<file path="config.mk">
export PLATFORM = sky130hd
export DESIGN_NAME = i2c_status_monitor
export DESIGN_NICKNAME = d
export VERILOG_FILES = /design/src/rtl/i2cmon_pkg.sv /design/src/rtl/i2cmon_sync.sv /design/src/rtl/i2cmon_bus_events.sv /design/src/rtl/i2cmon_shifter.sv /design/src/rtl/i2cmon_flags.sv /design/src/rtl/i2c_status_monitor.sv
export SDC_FILE = /design/constraint.sdc
export NUM_CORES = 1
export LEC_CHECK = 0
export BUFFER_PORTS_ARGS = -buffer_cell sky130_fd_sc_hd__buf_2
export CORE_ASPECT_RATIO = 1.1
export CORE_MARGIN = 5
export CORE_UTILIZATION = 40
export DETAILED_ROUTE_END_ITERATION = 8
export GPL_TIMING_DRIVEN = 1
export HOLD_SLACK_MARGIN = 0.05
export PLACE_DENSITY = 0.61
export SYNTH_ARGS = -nofsm -noshare
export SYNTH_HDL_FRONTEND = slang
export SYNTH_SLANG_ARGS = --single-unit
export TNS_END_PERCENT = 30
</file>
<file path="constraint.sdc">
create_clock -name clk -period 1.84 [get_ports clk]
set_clock_uncertainty 0.1 [all_clocks]
set_input_delay 0.276 -clock clk [delete_from_list [all_inputs] [get_ports clk]]
set_output_delay 0.276 -clock clk [all_outputs]
set_load 0.03 [all_outputs]
</file>
<file path="src/rtl/i2cmon_pkg.sv">
package i2cmon_pkg;
  typedef struct packed {
    logic start;
    logic stop;
    logic scl_rise;
  } bus_evt_t;
endpackage

</file>
<file path="src/rtl/i2cmon_sync.sv">
module i2cmon_sync #(
  parameter int STAGES = 2,
  parameter int WIDTH  = 2
) (
  input  logic             clk,
  input  logic             rst,
  input  logic [WIDTH-1:0] d,
  output logic [WIDTH-1:0] q
);
  logic [WIDTH-1:0] stg [STAGES];

  for (genvar s = 0; s < STAGES; s++) begin : g_stage
    if (s == 0) begin : g_first
      always_ff @(posedge clk) begin
        if (rst) stg[s] <= '1;
        else     stg[s] <= d;
      end
    end else begin : g_next
      always_ff @(posedge clk) begin
        if (rst) stg[s] <= '1;
        else     stg[s] <= stg[s-1];
      end
    end
  end

  assign q = stg[STAGES-1];
endmodule

</file>
<file path="src/rtl/i2cmon_bus_events.sv">
module i2cmon_bus_events
  import i2cmon_pkg::*;
(
  input  logic     clk,
  input  logic     rst,
  input  logic     scl_s,
  input  logic     sda_s,
  output bus_evt_t evt
);
  logic scl_q, sda_q;

  always_ff @(posedge clk) begin
    if (rst) begin
      scl_q <= 1'b1;
      sda_q <= 1'b1;
    end else begin
      scl_q <= scl_s;
      sda_q <= sda_s;
    end
  end

  always_comb begin
    evt.scl_rise = scl_s && !scl_q;
    evt.start    = scl_s && scl_q && sda_q && !sda_s;
    evt.stop     = scl_s && scl_q && !sda_q && sda_s;
  end

  // start and stop can never be seen together
  assert_start_stop_excl_R9: assert property (@(posedge clk) disable iff (rst)
    !(evt.start && evt.stop));
endmodule

</file>
<file path="src/rtl/i2cmon_shifter.sv">
module i2cmon_shifter
  import i2cmon_pkg::*;
#(
  parameter int DATA_W = 8
) (
  input  logic              clk,
  input  logic              rst,
  input  bus_evt_t          evt,
  input  logic              sda_s,
  output logic [DATA_W-1:0] rx_byte,
  output logic              byte_done,
  output logic              first_done,
  output logic              last_bit
);
  localparam int CNT_W = $clog2(DATA_W + 1);

  logic [CNT_W-1:0] cnt;
  logic             first;

  always_ff @(posedge clk) begin
    if (rst) begin
      cnt        <= '0;
      first      <= 1'b0;
      rx_byte    <= '0;
      byte_done  <= 1'b0;
      first_done <= 1'b0;
      last_bit   <= 1'b0;
    end else begin
      byte_done <= 1'b0;
      if (evt.start) begin
        cnt   <= '0;
        first <= 1'b1;
      end else if (evt.stop) begin
        cnt   <= '0;
        first <= 1'b0;
      end else if (evt.scl_rise) begin
        last_bit <= sda_s;
        if (cnt == CNT_W'(DATA_W)) begin
          cnt        <= '0;
          byte_done  <= 1'b1;
          first_done <= first;
          first      <= 1'b0;
        end else begin
          rx_byte <= {rx_byte[DATA_W-2:0], sda_s};
          cnt     <= cnt + 1'b1;
        end
      end
    end
  end

  assert_cnt_bound_R11: assert property (@(posedge clk) disable iff (rst)
    cnt <= CNT_W'(DATA_W));
  assert_done_single_R11: assert property (@(posedge clk) disable iff (rst)
    byte_done |=> !byte_done);
  assert_start_resets_R12: assert property (@(posedge clk) disable iff (rst)
    evt.start |=> (cnt == '0) && !byte_done);
endmodule

</file>
<file path="src/rtl/i2cmon_flags.sv">
module i2cmon_flags
  import i2cmon_pkg::*;
#(
  parameter int ADDR_W = 7,
  parameter int DATA_W = 8
) (
  input  logic              clk,
  input  logic              rst,
  input  bus_evt_t          evt,
  input  logic              sda_s,
  input  logic              tx_sda,
  input  logic [ADDR_W-1:0] slave_addr,
  input  logic              addr_free,
  input  logic              dbuf_rd,
  input  logic              dbuf_wr,
  input  logic              ctrl2_wr,
  input  logic              ctrl2_mst,
  input  logic              ctrl2_trx,
  input  logic [DATA_W-1:0] rx_byte,
  input  logic              byte_done,
  input  logic              first_done,
  output logic              al_q,
  output logic              mst_q,
  output logic              trx_q,
  output logic              aas_q,
  output logic              gc_q
);
  logic arb_evt, al_clr, aas_clr, eval, addr_hit, gc_hit, aas_set;

  always_comb begin
    arb_evt  = evt.scl_rise && mst_q && trx_q && tx_sda && !sda_s;
    al_clr   = dbuf_rd || dbuf_wr || ctrl2_wr;
    aas_clr  = dbuf_rd || dbuf_wr;
    eval     = byte_done && first_done && !mst_q;
    addr_hit = rx_byte[DATA_W-1:DATA_W-ADDR_W] == slave_addr;
    gc_hit   = rx_byte == '0;
    aas_set  = eval && (addr_free || addr_hit || gc_hit);
  end

  always_ff @(posedge clk) begin
    if (rst) begin
      al_q  <= 1'b0;
      mst_q <= 1'b0;
      trx_q <= 1'b0;
      aas_q <= 1'b0;
      gc_q  <= 1'b0;
    end else begin
      if (ctrl2_wr) begin
        mst_q <= ctrl2_mst;
        trx_q <= ctrl2_trx;
      end
      if (eval && !addr_free && addr_hit && !gc_hit)
        trx_q <= rx_byte[0];
      if (arb_evt) begin
        mst_q <= 1'b0;
        trx_q <= 1'b0;
      end

      if (arb_evt)     al_q <= 1'b1;
      else if (al_clr) al_q <= 1'b0;

      if (aas_set)      aas_q <= 1'b1;
      else if (aas_clr) aas_q <= 1'b0;

      if (eval && gc_hit)             gc_q <= 1'b1;
      else if (evt.start || evt.stop) gc_q <= 1'b0;
    end
  end

  assert_al_not_master_R1: assert property (@(posedge clk) disable iff (rst)
    al_q |-> !mst_q);
  assert_al_cleared_R2: assert property (@(posedge clk) disable iff (rst)
    al_clr && !arb_evt |=> !al_q);
  assert_aas_cleared_R8: assert property (@(posedge clk) disable iff (rst)
    aas_clr && !aas_set |=> !aas_q);
  assert_gc_cleared_R9: assert property (@(posedge clk) disable iff (rst)
    (evt.start || evt.stop) && !eval |=> !gc_q);
  assert_no_aas_master_R6: assert property (@(posedge clk) disable iff (rst)
    mst_q && !aas_q && !ctrl2_wr |=> !aas_q);
endmodule

</file>
<file path="src/rtl/i2c_status_monitor.sv">
module i2c_status_monitor
  import i2cmon_pkg::*;
#(
  parameter int SYNC_STAGES = 2,
  parameter int ADDR_W      = 7,
  parameter int DATA_W      = 8
) (
  input  logic              clk,
  input  logic              rst,
  input  logic              scl_pin,
  input  logic              sda_pin,
  input  logic              tx_sda,
  input  logic [ADDR_W-1:0] slave_addr,
  input  logic              addr_free,
  input  logic              dbuf_rd,
  input  logic              dbuf_wr,
  input  logic              ctrl2_wr,
  input  logic              ctrl2_mst,
  input  logic              ctrl2_trx,
  output logic              arb_lost,
  output logic              master_mode,
  output logic              transmit_mode,
  output logic              addressed,
  output logic              general_call,
  output logic              last_bit,
  output logic              byte_done,
  output logic [DATA_W-1:0] rx_byte,
  output logic              master_halt
);
  logic [1:0] lines_s;
  bus_evt_t   evt;
  logic       first_done;
  logic       al_q;

  i2cmon_sync #(.STAGES(SYNC_STAGES), .WIDTH(2)) u_sync (
    .clk(clk), .rst(rst), .d({scl_pin, sda_pin}), .q(lines_s)
  );

  i2cmon_bus_events u_evt (
    .clk(clk), .rst(rst), .scl_s(lines_s[1]), .sda_s(lines_s[0]), .evt(evt)
  );

  i2cmon_shifter #(.DATA_W(DATA_W)) u_shift (
    .clk(clk), .rst(rst), .evt(evt), .sda_s(lines_s[0]),
    .rx_byte(rx_byte), .byte_done(byte_done), .first_done(first_done),
    .last_bit(last_bit)
  );

  i2cmon_flags #(.ADDR_W(ADDR_W), .DATA_W(DATA_W)) u_flags (
    .clk(clk), .rst(rst), .evt(evt), .sda_s(lines_s[0]), .tx_sda(tx_sda),
    .slave_addr(slave_addr), .addr_free(addr_free),
    .dbuf_rd(dbuf_rd), .dbuf_wr(dbuf_wr), .ctrl2_wr(ctrl2_wr),
    .ctrl2_mst(ctrl2_mst), .ctrl2_trx(ctrl2_trx),
    .rx_byte(rx_byte), .byte_done(byte_done), .first_done(first_done),
    .al_q(al_q), .mst_q(master_mode), .trx_q(transmit_mode),
    .aas_q(addressed), .gc_q(general_call)
  );

  assign arb_lost    = al_q;
  assign master_halt = al_q;

  assert_halt_tracks_R3: assert property (@(posedge clk) disable iff (rst)
    master_halt == arb_lost);
endmodule

</file>
-- Word level (Yosys, flattened, before mapping)
Memories as Yosys holds them, arrays and structs flattened.
Index checks and enable logic that the tools add are counted.
- register bits: 23
- latch bits: 0
- memory bits (writable): 4
- memory bits (read-only): 0
- bits of input ports: 18
- output and inout port bits: 16
- logic and storage cells: 84
- memories kept: 1
- add/subtract/negate cells: 1
- $mul: 0
- divide/modulo/power cells: 0
- order comparisons: 0
- equality and inequality tests: 2
- shifts and indexed selects: 0
- muxes and demuxes: 19
- bitwise gates (word level): 6
- reduce and logical (&&, ||, !) cells: 42
- memories (memory ; depth ; bits a word ; rd ports ; clocked after memory_dff ; wr ports ; line ; text):
    u_sync.stg ; 2 ; 2 ; 2 ; 0 ; 2 ; i2cmon_sync.sv:10 ; logic [WIDTH-1:0] stg [STAGES];
- operator list (cell ; count):
    logical AND 1 bit ; 17
    two-way mux 1 bit ; 16
    zero test 8 bit ; 1
    AND reduction 4 bit ; 2
    nonzero test 2 bit ; 4
    equality test 7 bit ; 1
    zero test 1 bit ; 6
    nonzero test 3 bit ; 2
    logical OR 1 bit ; 5
    adder 4 x 1 -> 4 bit (second input constant) ; 1
    equality test 4 bit (second input constant) ; 1
    two-way mux 2 bit ; 2
    two-way mux 4 bit ; 1
    NOT 1 bit ; 4
    OR reduction 4 bit ; 1
    AND reduction 3 bit ; 1
    OR reduction 3 bit ; 1
    bitwise OR 1 bit ; 2
    AND reduction 2 bit ; 1
    OR reduction 2 bit ; 1

-- Logic depth before layout (Yosys ltp)
- depth in word-level cells: 7
- gate-level depth with buffers: 7
- gate-level depth less buffers: 6

-- Modules after synthesis
A second synthesis with hierarchy kept.
- cell total of the unflattened synthesis: 126
- area total of the unflattened synthesis: 1224.9 sq um
- by module, submodules not included (module ; times used ; cells each ; area an instance (sq um) ; sequential area each (sq um)):
    i2cmon_shifter ; 1 ; 69 ; 680.7 ; 320.3
    i2cmon_flags ; 1 ; 41 ; 350.3 ; 100.1
    i2cmon_sync ; 1 ; 8 ; 105.1 ; 80.1
    i2cmon_bus_events ; 1 ; 7 ; 81.3 ; 40.0
    i2c_status_monitor ; 1 ; 1 ; 7.5 ; 0.0

-- Worst setup path after synthesis
OpenSTA, ideal clock, no wires.
- path kind: reg2reg
- from: reg u_shift.rx_byte[2]
- to: reg u_flags.trx_q
- setup time: 0.129 ns
- arrival time: 1.321 ns
- data required time: 1.611 ns
- path slack: 0.289 ns
- stages on the path, launching flop included: 5
- buffers on the path: 0
- clock period less this slack: 1.551 ns
- cell sequence: dfxtp_1 or4_4 o21bai_2 nor4_1 mux2i_1
- cells in the longest elaborated chain, start to end: 4
- elaborated cells between the ends (all ways): 7
- classes of those cells: eq/ne: 1; mux: 1; reduce/logical: 5
- RTL lines (element ; line ; text):
    from (decl) ; i2cmon_shifter.sv:10 ; output logic [DATA_W-1:0] rx_byte,
    from (signal assigned) ; i2cmon_shifter.sv:44 ; rx_byte <= {rx_byte[DATA_W-2:0], sda_s};
    equality test 7 bit / zero test 8 bit (equally long branches) ; i2cmon_flags.sv:35, i2cmon_flags.sv:36 ;
    logical AND 1 bit / zero test 1 bit (equally long branches) ; i2cmon_flags.sv:52 ; if (eval && !addr_free && addr_hit && !gc_hit)
    logical AND 1 bit (*) ; i2cmon_flags.sv:52 ;
    two-way mux 1 bit / nonzero test 2 bit (equally long branches) ; -- ;
    to (signal assigned) ; i2cmon_flags.sv:50 ; trx_q <= ctrl2_trx;
    to (signal assigned) ; i2cmon_flags.sv:53 ; trx_q <= rx_byte[0];
    to (decl) ; i2cmon_flags.sv:24 ; output logic trx_q,
Mark *: on every way between the ends. The rest lies on a longest branch, timed or not.
A chain may end at the register's enable or synchronous reset.

-- Final worst setup path
- from: reg u_shift.rx_byte[5]
- to: reg u_flags.trx_q
The elaborated chain is that of the path after synthesis.

==> summary.txt <==
Cells and area
  – Max FFs per register: 8
  – ANT cells: 0
  – Finished Cell Area: 1410 µm²
  – Area growth syn-to-layout: 20.3%
  – Nets: 186
  – Register with the most flip-flops: u_shift.rx_byte
  – Biggest regs: u_shift.rx_byte (8), u_shift.cnt (4), u_sync.stg (4)
  – Share of layout cells above drive strength 1: 0.285

Synthesis
  – Post-synth EDFFs: 0
  – Prevailing post-synth register cell: dfxtp_1
  – Seq/Total Area, Yosys: 0.462
  – Async S/R FF share, synth: 0
  – Net Count, Synth: 150
  – Number of distinct library cells after synthesis: 31
  – Post-Syn Area: 1170 µm²
  – YS warnings: 0
  – Syn Inst Count: 130
  – Synth Area per Inst: 9.00 µm²
  – Synth Register Bits: 27

Routing
  – Vias/cell: 5.15
  – DRC: 0
  – Routed WL per cell: 12.9 µm
  – Routed Antenna Nets: 0
  – Overall via count from detail_route: 1020
  – Routed WL: 2.56 mm
  – Initial DRC Count: 28
  – DR pass1 iterations: 4

GRT
  – First-pass GRT wire length: 4.26 mm
  – GRT overflow: 0
  – Largest net degree at the start of global routing: 24
  – Vias in the first global route: 978
  – Initial antenna violation count: 0
  – GRT Overall Usage: 0.136

Clock tree
  – H-Tree Depth: 1
  – Clock slew seen by the registers of the worst setup and hold paths: 150 ps
  – Clk Latency, worst-skew pair: 330 ps
  – CTS Sinks: 27
  – Cts repair resizes: 0
  – CTS Buf Count: 3
  – CTS tree: yes
  – CTS root buffer: clkbuf_4
  – CTS max path bufs: 2

Setup path
  – Worst EP arrival: 1730 ps
  – Critical path type: reg2reg
  – CP endpoint kind: flip-flop
  – Critical path peak fanout: 5
  – R2R depth: 4
  – Required @ worst endpoint: 2000 ps
  – CP Launch Type: flip-flop

Power and ir drop
  – Pwr dens: 676 nW/µm²
  – Net switching power: 0.228 mW
  – Sw Ratio: 0.240
  – Comb pwr share: 0.091
  – Clock power frac: 0.273
  – VDD IR max: 0.361 mV
  – Static Leak: 0.588 nW
  – Int Pwr: 0.724 mW
  – Sequential group share of total power: 0.636

Die
  – Die Span Y: 66.7 µm
  – Initial core utilization: 0.421
  – Die W: 61.6 µm
  – Top-Level Pins: 34
  – Row count: 20
  – DIE AREA: 4110 µm²
  – Core area: 2780 µm²

STA
  – Fin crit share: 0.853
  – Unrepaired setup endpoints after global routing: no
  – Slew HR: 0.714
  – Min Tclk post-route: 1570 ps
  – Fin Setup TNS: 0 ps
  – Final setup fails: 0
  – Worst slew pin tran: 425 ps
  – Max-slew violations: 0
  – Fmax: 637 MHz
  – Final hold vios: 0

Placed design
  – Placed instance area: 1360 µm²
  – Input/output buffers: 33
  – GP Congestion: 0.807
  – Dpl hpwl: 1.97 mm

Status
  – Run status: finished, final reports clean

Job
  – Max-Cap Viols: 0

Worst hold path
  – HP Class: in2reg
  – Hold Path Stages: 3
[kinds of logic after synthesis]
family | after synthesis | synth area share
multiplexers | 5 | 0.0439
AO/OA/AOI/OAI | 20 | 0.106
buffers and inverters | 8 | 0.0321
AND/OR/NAND/NOR | 57 | 0.252
XOR/XNOR | 11 | 0.0824
flip-flops | 27 | 0.462
adder cells (fa/ha/maj) | 2 | 0.0214
[area by class of cell]
type,count,area (µm²)
multi-input cells,95,592
clock buffers,4,26.3
inverters,2,7.51
well taps,33,41.3
fillers,271,1370
repair buffers,37,200
flip-flops and latches,27,541
[power by group through the flow]
stage          sequential, mW  clock [mW]  combinational (mW)
6_report                0.605       0.260              0.0867
3_3_place_gp            0.617           0              0.0818
4_1_cts                 0.606       0.270              0.0878
2_1_floorplan           0.624           0              0.0437
5_1_grt                 0.608       0.296              0.0960
3_5_place_dp            0.618           0              0.0841
[cells in the mapped netlist (2+ instances only)]
master	instances	area (µm²)
a21oi_1	12	60.1
buf_2	3	15.0
clkbuf_1	2	7.51
dfxtp_1	27	541
ha_1	2	25.0
inv_1	2	7.51
mux2i_1	4	40.0
nand2_1	16	60.1
nand3_1	10	50.1
nand3b_1	3	22.5
nand4_1	3	18.8
nor2_1	9	33.8
nor2b_1	4	25.0
or2_2	6	37.5
or4_4	2	22.5
xnor2_1	8	70.1
xor2_1	3	26.3
[final timing paths]
check | from | to | slack [ps]
worst min-delay path | tx_sda | u_flags.al_q | 110
worst max-delay path | u_shift.rx_byte[5] | u_flags.trx_q | 270
worst min register to register | u_sync.stg[0][1] | u_sync.stg[1][1] | 330
worst max register to register | u_shift.rx_byte[5] | u_flags.trx_q | 270
[metal layers]
metal  wire length [µm]  global-route usage
met5                  0                   0
met4                 68              0.0637
met3                171              0.0233
met2               1180               0.215
met1               1140               0.176
[metrics by stage]
step / setup WS, ps / power, mW / instances / utilization / hold WS [ps]
after floorplan: 289 / 0.668 / 130 / - / 279
after global placement: 335 / 0.699 / 192 / 0.490 / 293
after detailed placement: 296 / 0.703 / 192 / 0.490 / 299
after CTS: 262 / 0.963 / 198 / 0.507 / 105
after global routing: 161 / 1.00 / 198 / 0.507 / 98.0
final: 270 / 0.952 / 198 / 0.507 / 109
[what timing repair did]
| action | in CTS | in global routing |
|---|---|---|
| hold endpoints to repair | 2 | 0 |
| hold buffers | 2 | 0 |
| buffers inserted | 0 | 0 |
[worst max-delay path, cell delays in order, from the launching register on]
cell	delay [ps]
dfxtp_1	450
xnor2_1	140
nand4_1	150
nor4_1	440
mux2i_1	230
[placed cells by master (no fill, tap or decap), drive strengths merged, types with 2 or more instances in the layout]
cell type / n
buf: 35
dfxtp: 27
nand2: 16
a21oi: 12
nand3: 10
nor2: 9
xnor2: 8
or2: 7
nor2b: 4
mux2i: 4
clkbuf: 4
xor2: 3
nand3b: 3
nand4: 3
inv: 2
or4: 2
ha: 2
dlygate4sd3: 2
o21bai: 2
No activity file was read; power rests on OpenSTA's default activity.
